$ cat config.mk
export PLATFORM = sky130hd
export DESIGN_NAME = pwm_phase_timebase
export DESIGN_NICKNAME = d
export VERILOG_FILES = /design/src/rtl/pwmtb_pkg.sv /design/src/rtl/pwmtb_counter.sv /design/src/rtl/pwmtb_action.sv /design/src/rtl/pwm_phase_timebase.sv
export SDC_FILE = /design/constraint.sdc
export NUM_CORES = 1
export LEC_CHECK = 0
export BUFFER_PORTS_ARGS = -buffer_cell sky130_fd_sc_hd__clkbuf_2
export CORE_ASPECT_RATIO = 1.4
export CORE_UTILIZATION = 50
export CTS_CLUSTER_SIZE = 14
export DETAILED_ROUTE_END_ITERATION = 6
export HOLD_SLACK_MARGIN = 0.05
export PLACE_DENSITY = 0.74
export SETUP_SLACK_MARGIN = 0.15
export SLEW_MARGIN = 20
export SYNTH_ARGS = -nofsm -noshare
export SYNTH_HDL_FRONTEND = slang
export SYNTH_SLANG_ARGS = --single-unit
$ cat constraint.sdc
create_clock -name clk -period 4.4 [get_ports clk]
set_input_delay 0.88 -clock clk [delete_from_list [all_inputs] [get_ports clk]]
set_output_delay 0.88 -clock clk [all_outputs]
set_load 0.01 [all_outputs]
$ cat src/rtl/pwmtb_pkg.sv
package pwmtb_pkg;
  typedef enum logic {
    CNT_DOWN = 1'b0,
    CNT_UP   = 1'b1
  } cnt_dir_e;
endpackage

$ cat src/rtl/pwmtb_counter.sv
module pwmtb_counter
  import pwmtb_pkg::*;
#(
  parameter int CNT_W = 16
) (
  input  logic             clk,
  input  logic             rst_n,
  input  logic             prd_wr,
  input  logic [CNT_W-1:0] prd_val,
  input  logic             phs_load,
  input  logic [CNT_W-1:0] phs_val,
  input  logic             phs_dir,
  output logic [CNT_W-1:0] cnt_q,
  output cnt_dir_e         dir_q,
  output logic [CNT_W-1:0] prd_q
);
  localparam logic [CNT_W-1:0] ZERO = '0;
  localparam logic [CNT_W-1:0] ONE  = {{(CNT_W-1){1'b0}}, 1'b1};

  logic [CNT_W-1:0] shd_q;
  logic [CNT_W-1:0] cnt_d;
  cnt_dir_e         dir_d;
  logic             shd_en;
  logic             prd_en;
  logic             at_zero;

  assign at_zero = (cnt_q == ZERO);
  assign shd_en  = prd_wr;
  assign prd_en  = at_zero;

  // next-state: reload, or step with a one-count turn at each end
  always_comb begin
    cnt_d = cnt_q;
    dir_d = dir_q;
    if (phs_load) begin
      cnt_d = phs_val;
      dir_d = cnt_dir_e'(phs_dir);
    end else if (dir_q == CNT_UP) begin
      if (cnt_q >= prd_q) begin
        if (prd_q == ZERO) begin
          cnt_d = ZERO;
          dir_d = CNT_UP;
        end else begin
          cnt_d = cnt_q - ONE;
          dir_d = CNT_DOWN;
        end
      end else begin
        cnt_d = cnt_q + ONE;
        dir_d = CNT_UP;
      end
    end else begin
      if (at_zero) begin
        cnt_d = (prd_q == ZERO) ? ZERO : ONE;
        dir_d = CNT_UP;
      end else begin
        cnt_d = cnt_q - ONE;
        dir_d = CNT_DOWN;
      end
    end
  end

  always_ff @(posedge clk or negedge rst_n) begin
    if (!rst_n) begin
      cnt_q <= ZERO;
      dir_q <= CNT_UP;
    end else begin
      cnt_q <= cnt_d;
      dir_q <= dir_d;
    end
  end

  always_ff @(posedge clk or negedge rst_n) begin
    if (!rst_n) begin
      shd_q <= ZERO;
    end else if (shd_en) begin
      shd_q <= prd_val;
    end
  end

  always_ff @(posedge clk or negedge rst_n) begin
    if (!rst_n) begin
      prd_q <= ZERO;
    end else if (prd_en) begin
      prd_q <= shd_q;
    end
  end

  assert_count_up_R2: assert property (@(posedge clk) disable iff (!rst_n)
    (!phs_load && dir_q == CNT_UP && cnt_q < prd_q) |=> (cnt_q == $past(cnt_q) + ONE));

  assert_turn_top_R2: assert property (@(posedge clk) disable iff (!rst_n)
    (!phs_load && dir_q == CNT_UP && cnt_q == prd_q && prd_q != ZERO)
      |=> (dir_q == CNT_DOWN && cnt_q == $past(cnt_q) - ONE));

  assert_turn_bottom_R2: assert property (@(posedge clk) disable iff (!rst_n)
    (!phs_load && dir_q == CNT_DOWN && cnt_q == ZERO && prd_q != ZERO)
      |=> (dir_q == CNT_UP && cnt_q == ONE));

  assert_phase_load_R4: assert property (@(posedge clk) disable iff (!rst_n)
    phs_load |=> (cnt_q == $past(phs_val) && dir_q == $past(phs_dir)));

  assert_shadow_hold_R3: assert property (@(posedge clk) disable iff (!rst_n)
    (cnt_q != ZERO) |=> $stable(prd_q));
endmodule

$ cat src/rtl/pwmtb_action.sv
module pwmtb_action #(
  parameter int CNT_W = 16
) (
  input  logic             clk,
  input  logic             rst_n,
  input  logic [CNT_W-1:0] cnt,
  input  logic             dir_up,
  input  logic [CNT_W-1:0] prd,
  input  logic [CNT_W-1:0] cmp,
  output logic             out_q
);
  localparam logic [CNT_W-1:0] ZERO = '0;

  logic hit;
  logic out_d;

  assign hit   = (cmp != ZERO) && (cmp <= prd) && (cnt == cmp);
  assign out_d = dir_up;

  always_ff @(posedge clk or negedge rst_n) begin
    if (!rst_n) begin
      out_q <= 1'b0;
    end else if (hit) begin
      out_q <= out_d;
    end
  end

  // shared by output A and output B
  assert_set_rising_R7: assert property (@(posedge clk) disable iff (!rst_n)
    (cnt == cmp && cmp != ZERO && cmp <= prd && dir_up) |=> out_q);

  assert_clear_falling_R7: assert property (@(posedge clk) disable iff (!rst_n)
    (cnt == cmp && cmp != ZERO && cmp <= prd && !dir_up) |=> !out_q);

  assert_zero_cmp_hold_R9: assert property (@(posedge clk) disable iff (!rst_n)
    (cmp == ZERO) |=> $stable(out_q));

  assert_high_cmp_hold_R9: assert property (@(posedge clk) disable iff (!rst_n)
    (cmp > prd) |=> $stable(out_q));
endmodule

$ cat src/rtl/pwm_phase_timebase.sv
module pwm_phase_timebase
  import pwmtb_pkg::*;
#(
  parameter int CNT_W = 16
) (
  input  logic             clk,
  input  logic             rst_n,
  input  logic             prd_wr,
  input  logic [CNT_W-1:0] prd_val,
  input  logic             phs_en,
  input  logic             phs_dir,
  input  logic [CNT_W-1:0] phs_val,
  input  logic             sync_sel,
  input  logic [CNT_W-1:0] cmp_a,
  input  logic [CNT_W-1:0] cmp_b,
  input  logic             sync_in,
  output logic [CNT_W-1:0] cnt_o,
  output logic             dir_up_o,
  output logic             pwm_a,
  output logic             pwm_b,
  output logic             sync_out,
  output logic             zero_irq
);
  localparam int NUM_CMP = 2;
  localparam logic [CNT_W-1:0] ZERO = '0;

  logic [CNT_W-1:0] cnt_q;
  cnt_dir_e         dir_q;
  logic [CNT_W-1:0] prd_q;
  logic             phs_load;
  logic [CNT_W-1:0] cmp_vec [NUM_CMP];
  logic [NUM_CMP-1:0] pwm_vec;

  assign phs_load = sync_in & phs_en;

  pwmtb_counter #(.CNT_W(CNT_W)) u_cnt (
    .clk      (clk),
    .rst_n    (rst_n),
    .prd_wr   (prd_wr),
    .prd_val  (prd_val),
    .phs_load (phs_load),
    .phs_val  (phs_val),
    .phs_dir  (phs_dir),
    .cnt_q    (cnt_q),
    .dir_q    (dir_q),
    .prd_q    (prd_q)
  );

  assign cmp_vec[0] = cmp_a;
  assign cmp_vec[1] = cmp_b;

  for (genvar g = 0; g < NUM_CMP; g++) begin : g_act
    pwmtb_action #(.CNT_W(CNT_W)) u_act (
      .clk    (clk),
      .rst_n  (rst_n),
      .cnt    (cnt_q),
      .dir_up (dir_q == CNT_UP),
      .prd    (prd_q),
      .cmp    (cmp_vec[g]),
      .out_q  (pwm_vec[g])
    );
  end

  assign cnt_o    = cnt_q;
  assign dir_up_o = (dir_q == CNT_UP);
  assign pwm_a    = pwm_vec[0];
  assign pwm_b    = pwm_vec[1];
  assign zero_irq = (cnt_q == ZERO);
  assign sync_out = sync_sel ? zero_irq : sync_in;

  assert_irq_single_R10: assert property (@(posedge clk) disable iff (!rst_n)
    (zero_irq && !phs_load && prd_q != ZERO) |=> !zero_irq);

  assert_master_ignores_sync_R5: assert property (@(posedge clk) disable iff (!rst_n)
    (sync_in && !phs_en && dir_q == CNT_UP && cnt_q < prd_q) |=> (cnt_o == $past(cnt_o) + 1'b1));
endmodule

-- Yosys cells after proc, flatten, opt, wreduce, memory -nomap -nowiden
Index checks and enable logic that the tools add are counted.
- output and inout bits: 21
- flip-flop bits (word level): 51
- multiplexer cells: 12
- reduce and logical (&&, ||, !) cells: 8
- bitwise logic cells: 1
- $lt $le $gt $ge: 3
- equality and inequality tests: 2
- add/subtract/negate cells: 2
- operator list (kind ; number):
    2-to-1 mux 16 bit ; 5
    equality test 16 bit ; 2
    <= comparator 16 bit ; 2
    zero test 16 bit ; 2
    nonzero test 16 bit ; 2
    adder 16 x 1 -> 16 bit (second input constant) ; 1
    greater-or-equal comparator 16 bit ; 1
    subtractor 16 x 1 -> 16 bit (second input constant) ; 1
    2-to-1 mux 1 bit ; 7
    logical AND 1 bit ; 4
    bitwise AND 1 bit ; 1

-- Longest topological paths before layout
Gate-level depths: netlist of the first run.
- depth after elaboration: 5
- depth in mapped cells: 11
- gate-level depth less buffers: 9

-- Hierarchy
Synthesis of the first run repeated with hierarchy kept, for this count alone.
- cells, all modules: 535
- area total of the unflattened synthesis: 4615.7 um2
- by module, submodules not included (module ; times used ; area each (um2) ; sequential area each (um2) ; cells an instance):
    pwmtb_counter ; 1 ; 3258.1 ; 1227.4 ; 358
    pwmtb_action ; 2 ; 653.1 ; 25.0 ; 85
    pwm_phase_timebase ; 1 ; 51.3 ; 0.0 ; 7

-- Worst setup path before layout of the first run
OpenSTA, ideal clock, no wires.
- path kind: input to register
- start point: in cmp_a[11]
- end point: reg g_act[0].u_act.out_q
- library setup time: 0.128 ns
- slack: 1.251 ns
- stages on the path: 8
- buffers on the path: 0
- data arrival time: 3.021 ns
- path through: ha_1 -> and3_1 -> nand3_1 -> or4_1 -> and4b_1 -> or4_1 -> a21oi_1 -> mux2_1
- longest elaborated chain between the ends: 3
- ends and longest elaborated chain (element ; RTL line ; source):
    start, declared ; pwm_phase_timebase.sv:14 ; input logic [CNT_W-1:0] cmp_a,
    <= comparator 16 bit / nonzero test 16 bit (equally long branches) ; pwmtb_action.sv:17 ; assign hit = (cmp != ZERO) && (cmp <= prd) && (cnt == cmp);
    logical AND 1 bit ; pwmtb_action.sv:17 ;
    logical AND 1 bit * ; pwmtb_action.sv:17 ;
    end signal, assigned ; pwmtb_action.sv:24 ; out_q <= out_d;
    end, declared ; pwmtb_action.sv:10 ; output logic out_q
Every way passes the cells marked *; elsewhere a longest branch is shown, timed or not.
A chain may end at the register's enable or synchronous reset.

-- Final worst setup path of the first run
- start point: in cmp_a[12]
- end point: reg g_act[0].u_act.out_q
The elaborated chain is that of the path after synthesis.

==> results of run 1 <==
-- cell type report --
| class | instances | area (sq um) |
|---|---|---|
| Fill cell | 790 | 3500 |
| Multi-Input combinational cell | 386 | 2970 |
| Sequential cell | 51 | 1280 |
| Timing Repair Buffer | 97 | 500 |
| Tap cell | 105 | 131 |
| Clock buffer | 5 | 125 |
| Inverter | 22 | 82.6 |
| Clock inverter | 3 | 26.3 |
-- metrics by stage --
step | std cells | util | setup WS (ps) | cell area [sq um] | total power, mW
floorplan | 488 | - | 1250 | 4440 | 2.23
global placement | 661 | 0.576 | 1030 | 4960 | 2.75
detailed placement | 661 | 0.576 | 970 | 4960 | 2.82
CTS | 669 | 0.593 | 1260 | 5110 | 3.24
global route | 669 | 0.593 | 1080 | 5110 | 3.52
finish | 669 | 0.593 | 1240 | 5110 | 3.27
-- cell usage after synthesis (2+ instances only) --
master     n  area, sq um
nand4_1   12         75.1
a221oi_1   2         17.5
buf_1      3         11.3
and3_1    10         62.6
and4_1     2         17.5
o21ai_0   17         85.1
nor4_1    23          144
nand2_1   32          120
or2_2      2         12.5
ha_1      51          638
xnor2_1   31          272
o221ai_1   6         52.6
mux2_2    34          383
o31ai_1    3         22.5
o211ai_1   7         52.6
inv_1     22         82.6
a31oi_1    6         37.5
or4_1      3         22.5
and2_1     3         18.8
a21boi_0   3         22.5
nand3_1   15         75.1
a21o_1     4         30.0
xor2_1    18          158
dfrtp_1   50         1250
or3_1      2         12.5
a211o_1    2         17.5
nor2_1    15         56.3
a21oi_1   27          135
clkbuf_1  22         82.6
o21a_1     2         15.0
nor3b_1    2         15.0
buf_2      3         15.0
a22oi_1    5         37.5
nor3_1    20          100
nor2b_1    4         25.0
-- worst paths after layout --
kind / start / end / slack [ps] / cells after the start
max: cmp_a[12] / g_act[0].u_act.out_q$_DFFE_PN0P_ / 1240 / 9
min: rst_n / u_cnt.cnt_q[12]$_DFF_PN0_ / 510 / 1
max reg2reg: u_cnt.cnt_q[0]$_DFF_PN0_ / u_cnt.cnt_q[6]$_DFF_PN0_ / 1280 / 10
min reg2reg: u_cnt.shd_q[13]$_DFFE_PN0P_ / u_cnt.shd_q[13]$_DFFE_PN0P_ / 510 / 1
max in group asynchronous: rst_n / u_cnt.prd_q[3]$_DFFE_PN0P_ / 3060 / 2
min in group clk: u_cnt.shd_q[13]$_DFFE_PN0P_ / u_cnt.shd_q[13]$_DFFE_PN0P_ / 510 / 1
-- power by group --
| group | internal [mW] | total [mW] | switching [mW] | leakage, nW |
|---|---|---|---|---|
| sequential | 0.608 | 0.959 | 0.350 | 0.645 |
| clock | 0.216 | 0.404 | 0.188 | 0.0748 |
| combinational | 0.804 | 1.91 | 1.11 | 1.52 |
-- state kept, by name (all words and copies together), names as in the netlist --
name and cells:
u_cnt.shd_q 16, u_cnt.dir_q 1, g_act.u_act.out_q 2, u_cnt.cnt_q 16, u_cnt.prd_q 16
-- kinds of logic (layout without fill, tap and decap cells) --
kind of cell | count (synthesis) | in the layout | synth area share
and+or+nand+nor | 155 | 155 | 0.194
AOI/OAI and AO/OA | 95 | 95 | 0.143
adders and majority gates | 51 | 51 | 0.144
DFF | 51 | 51 | 0.288
buffers and inverters | 51 | 127 | 0.0448
xor gates and xnor gates | 49 | 49 | 0.0966
muxes | 36 | 36 | 0.0910
-- worst register-to-register path, cell delays in order, from the launching register on --
cell       delay [ps]
dfrtp_1           320
buf_4             200
inv_1             120
ha_1              290
nand2b_1          150
a2111oi_2         490
o41ai_2           120
nor4_1            880
nor2b_1           220
a2111oi_0          80
a31oi_1           160
-- routing by layer --
layer,GRT usage,vias up,share of wire,wire length (um)
met5,0,-,0,0
met4,0.152,0,0.042,549
met3,0.0464,43,0.061,786
met2,0.486,188,0.49,6270
met1,0.374,1993,0.41,5310
li1,-,1968,-,-
==> impl_metrics.toml, run 1 <==
[run_status]
status = "finished clean"

[worst_setup_path]
critPathMaxStageDelay_ps = 550
critPathBufInv = 1
cp-end-kind = "register"
cp_max_fo = 3
worstPathRequired_ps = 4580
path_cells = "clkbuf_2, ha_1, and3_1, nand3_1, or4_1, and4b_1, or4_1, a21oi_1, mux2_1"
critPathArrivalTime_ps = 3340
cp_common_cell = "or4_1"
crit_family = "simple AND/OR/NAND/NOR gates"
cp_slowest_cell = "or4_1"
crit_type = "primary input to register"
critPathLaunchType = "primary input"

[clock_network]
insertion_delay_ps = 300
cts_root_buffer = "clkbuf_16"
clockBufferDepth = 2
tritoncts = "built"
post_cts_buffers = 0
clock_sinks = 51
path_clk_slew_ps = 70
cts_hold_buf = 0
h-tree-depth = 2
cts_made_buffers = 5
ctsResizeCount = 0

[min_path]
holdCritPathClass = "primary input to asynchronous set/reset pin"

[floorplanning]
die_area_sq_um = 9270
ioPinCount = 92
initial_utilization = 0.516
die_y_um = 114
die_x_um = 81.7
core.rowCount = 40
core_area_sq_um = 8610

[timing]
slew_headroom = 0.282
worst_hold_slack_ps = 505
grt_setup_unrepaired = "no"
fmax_mhz = 317
fin_skew_ps = 7.31
tightestPinTransition_ps = 1070
fin_crit_ps = 3160
hold_violations = 0
drv_slew = 0
finalSetupTns_ps = 0
fin_crit_sh = 0.717
finalSetupViolCount = 0

[placed_design]
io_buffers = 91
dp.final_hpwl_mm = 10.2
place.gp.congestion = 0.949

[grt]
grt_max_degree = 39
grt_pass1_vias = 4051
antenna_found_initial = 0
grt.total_usage = 0.298
overflow = 0
grt_pass1_wl_mm = 20.6

[detailed_routing]
ant_nets = 0
wl_mm = 12.9
first_pass_iters = 5
vias_per_cell = 6.27
vias = 4192
post_drt_wl_per_cell_um = 19.3
drc = 0
drt_iter0_drc = 330

[layout]
nets = 685
final_cell_mix = "91 x clkbuf_2, 51 x ha_1, 50 x dfrtp_1, 34 x mux2_2, 32 x nand2_1"
drive_gt1_frac = 0.266
antenna_cells = 0
final_common_cell = "clkbuf_2"
area_delta_synth_final_pct = 15.0

[flow_run]
max-cap-violations = 0

[power_and_ir_drop]
irDropWorstVdd_v = 0.000411
p_per_area_nw_per_um2 = 641
leakagePower_nw = 2.24

[logic_synthesis]
synth_edf_count = 0
synth.avg_cell_area_sq_um = 9.10
ys_seq_area_frac = 0.288
synth_flop_cell = "dfrtp_1"
synth-seq-cells = 51
synth_cells = 488
netlist_area_sq_um = 4440
syn_nets = 610
ys_warn_count = 0
synth-async-reset-ratio = 1.00
yosysUniqueCellTypes = 60
(Power assumes the default switching activity.)
==> inputs of run 2 (changes only) <==
--- a/config.mk
+++ b/config.mk
@@ -5,13 +5,14 @@
 export SDC_FILE = /design/constraint.sdc
 export NUM_CORES = 1
 export LEC_CHECK = 0
+export ABC_AREA = 1
 export BUFFER_PORTS_ARGS = -buffer_cell sky130_fd_sc_hd__clkbuf_2
 export CORE_ASPECT_RATIO = 1.4
 export CORE_UTILIZATION = 50
 export CTS_CLUSTER_SIZE = 14
 export DETAILED_ROUTE_END_ITERATION = 6
 export HOLD_SLACK_MARGIN = 0.05
-export PLACE_DENSITY = 0.74
+export PLACE_DENSITY = 0.73
 export SETUP_SLACK_MARGIN = 0.15
 export SLEW_MARGIN = 20
 export SYNTH_ARGS = -nofsm -noshare
==> constraint.sdc (replaced) <==
create_clock -name clk -period 2.95 [get_ports clk]
set_input_delay 0.59 -clock clk [delete_from_list [all_inputs] [get_ports clk]]
set_output_delay 0.59 -clock clk [all_outputs]
set_load 0.01 [all_outputs]
==> run 2 against run 1 <==
Effect of this change:
- sequential power increased by 21%
- global-route usage up 1.5 points
- sequential share of layout area shrank 2.2 points
- via count increased by 20%
- synthesized cell count up 43%
- register-to-register slack lost 610 ps
- cell area rose by 9.7%
- power up 64%
- routed wire length rose by 18%
- die area grew 9.8%
- critical path depth is 2 lower
- critical path type is now register to output port
- cell count is 35% higher
- largest cell class unchanged
==> impl_metrics.toml, run 2 <==
[layout]
largestRegisters = "u_cnt.cnt_q (16), u_cnt.prd_q (16), u_cnt.shd_q (16)"
stdcell_area_sq_um = 5610
final_cells = 901
fill_cells = 930
drive_gt1_frac = 0.226
nets = 912
final_common_cell = "nand2_1"
final_cell_mix = "194 x nand2_1, 91 x clkbuf_2, 73 x inv_1, 67 x nor2_1, 51 x ha_1"
area_delta_synth_final_pct = 14.7
antenna_cells = 0
finalCoreUtilization = 0.593

[power_and_ir_drop]
p_per_area_nw_per_um2 = 956
leakagePower_nw = 2.92
irDropWorstVdd_v = 0.000367
power_mw = 5.36

[timing]
fin_skew_ps = 5.86
fmax_mhz = 395
tightestPinTransition_ps = 967
hold_violations = 0
fin_crit_ps = 2530
drv_slew = 0
finalSetupViolCount = 0
slew_headroom = 0.356
grt_setup_unrepaired = "no"
fin_crit_sh = 0.858
finalSetupTns_ps = 0

[logic_synthesis]
netlist_area_sq_um = 4890
synth_flop_cell = "dfrtp_1"
ys_warn_count = 0
synth-seq-cells = 51
synth_edf_count = 0
ys_seq_area_frac = 0.261
yosysTopAreaCell = "dfrtp_1"
syn_nets = 818
yosysUniqueCellTypes = 38
synth.most_common_cell = "nand2_1"
synth.avg_cell_area_sq_um = 7.02
synth_top_area_frac = 0.256
synth_cells = 696
synth-async-reset-ratio = 1.00
synthTopCellsByArea = "dfrtp_1 26%, nand2_1 15%, ha_1 13%"
yosys-top-cells-count = "194 x nand2_1, 74 x inv_1, 67 x nor2_1, 51 x ha_1, 50 x dfrtp_1"

[grt]
grt-busiest-layer = "met2"
grt_max_degree = 37
grtUsageMet1 = 0.346
grt.total_usage = 0.312
grt_pass1_wl_mm = 24.3
grt_pass1_vias = 4969
grt_use_met3 = 0.0409
antenna_found_initial = 0
overflow = 0
met2_usage = 0.548

[placed_design]
placedCellCount = 893
dp.final_hpwl_mm = 12.5
placed_cell_area_sq_um = 5450
place.gp.congestion = 0.985
io_buffers = 91

[run_status]
status = "finished clean"

[detailed_routing]
drc = 0
post_drt_wl_per_cell_um = 16.9
wl_mm = 15.2
vias_per_cell = 5.59
vias = 5036
ant_nets = 0
drt_iter0_drc = 227
first_pass_iters = 5

[worst_setup_path]
r2r_end = "u_cnt.cnt_q[8]$_DFF_PN0_"
cp-end-kind = "output port"
cp_max_fo = 8
reg2reg_slack_ps = 670
r2r-start = "u_cnt.cnt_q[9]$_DFF_PN0_"
critPathLaunchType = "register"
critPathArrivalTime_ps = 1940
worstPathRequired_ps = 2360
rr_worst_depth = 10
crit_type = "register to output port"

[floorplanning]
initial_utilization = 0.517
die_area_sq_um = 10200
die_x_um = 85.6
core.rowCount = 42
core_area_sq_um = 9460
die_y_um = 119
ioPinCount = 92

[clock_network]
path_clk_slew_ps = 80
cts_root_buffer = "clkbuf_16"
tritoncts = "built"
clock_sinks = 51
insertion_delay_ps = 300
cts_hold_buf = 0
clockBufferDepth = 2
cts_made_buffers = 5
h-tree-depth = 2

[min_path]
holdCritPathClass = "primary input to asynchronous set/reset pin"

[flow_run]
max-cap-violations = 0
==> run 2: repair_timing <==
| action | 4_1_cts | 5_1_grt |
|---|---|---|
| endpoints found under the setup margin | 0 | 1 |
| resized for setup | 0 | 1 |
| buffers inserted | 0 | 0 |
==> run 2: routing by layer <==
layer / part of all wire / up-vias
met1: 0.37 / 2304
met5: 0 / -
li1: - / 2454
met2: 0.50 / 210
met4: 0.071 / 0
met3: 0.050 / 68
==> run 2: report_power, final <==
group / switching (mW) / internal [mW] / total (mW) / leakage [nW]
clock: 0.300 / 0.323 / 0.623 / 0.0719
sequential: 0.250 / 0.905 / 1.16 / 0.636
combinational: 2.34 / 1.24 / 3.58 / 2.22
total: 2.89 / 2.47 / 5.36 / 2.92
==> run 2: critical path, stage by stage, from the launching register on <==
cell	delay, ps
dfrtp_1	490
inv_2	190
ha_1	170
inv_1	80
nor3_1	260
nand3_1	110
nor3_1	170
clkbuf_2	170
==> run 2: final cells by class <==
| class | count | area [sq um] | share of cell area |
|---|---|---|---|
| clock buffers | 5 | 125 | 0.0223 |
| clock inverters | 3 | 27.5 | 0.00491 |
| inverters | 83 | 314 | 0.0560 |
| multi-input cells | 544 | 3160 | 0.564 |
| flip-flops and latches | 51 | 1280 | 0.228 |
| well taps | 110 | 138 | 0.0245 |
| repair buffers | 105 | 561 | 0.100 |
==> run 2: cells by family (layout without fill, tap and decap cells) <==
| family | Yosys count | in the layout | share of synthesized area |
|---|---|---|---|
| multiplexers | 17 | 17 | 0.0392 |
| adder cells (fa/ha/maj) | 51 | 51 | 0.131 |
| XOR/XNOR | 27 | 27 | 0.0484 |
| buffers and inverters | 101 | 196 | 0.0914 |
| flip-flops | 51 | 51 | 0.261 |
| AND/OR/NAND/NOR | 371 | 371 | 0.341 |
| AO/OA/AOI/OAI | 78 | 78 | 0.0878 |
==> run 2: stage by stage <==
step,hold WS [ps],setup WS (ps)
2_1_floorplan,294,831
3_3_place_gp,462,762
3_5_place_dp,466,658
4_1_cts,466,361
5_1_grt,505,251
6_report,424,419
==> run 2: worst max-delay path by stage <==
stage                     slack, ps                      from                   endpoint
after floorplan                 830  u_cnt.cnt_q[0]$_DFF_PN0_                   sync_out
after global placement          760  u_cnt.cnt_q[0]$_DFF_PN0_  u_cnt.cnt_q[10]$_DFF_PN0_
after detailed placement        660  u_cnt.cnt_q[0]$_DFF_PN0_   u_cnt.cnt_q[8]$_DFF_PN0_
after CTS                       360  u_cnt.cnt_q[0]$_DFF_PN0_                   zero_irq
after global routing            250  u_cnt.cnt_q[0]$_DFF_PN0_                   zero_irq
final                           420  u_cnt.cnt_q[0]$_DFF_PN0_                   zero_irq
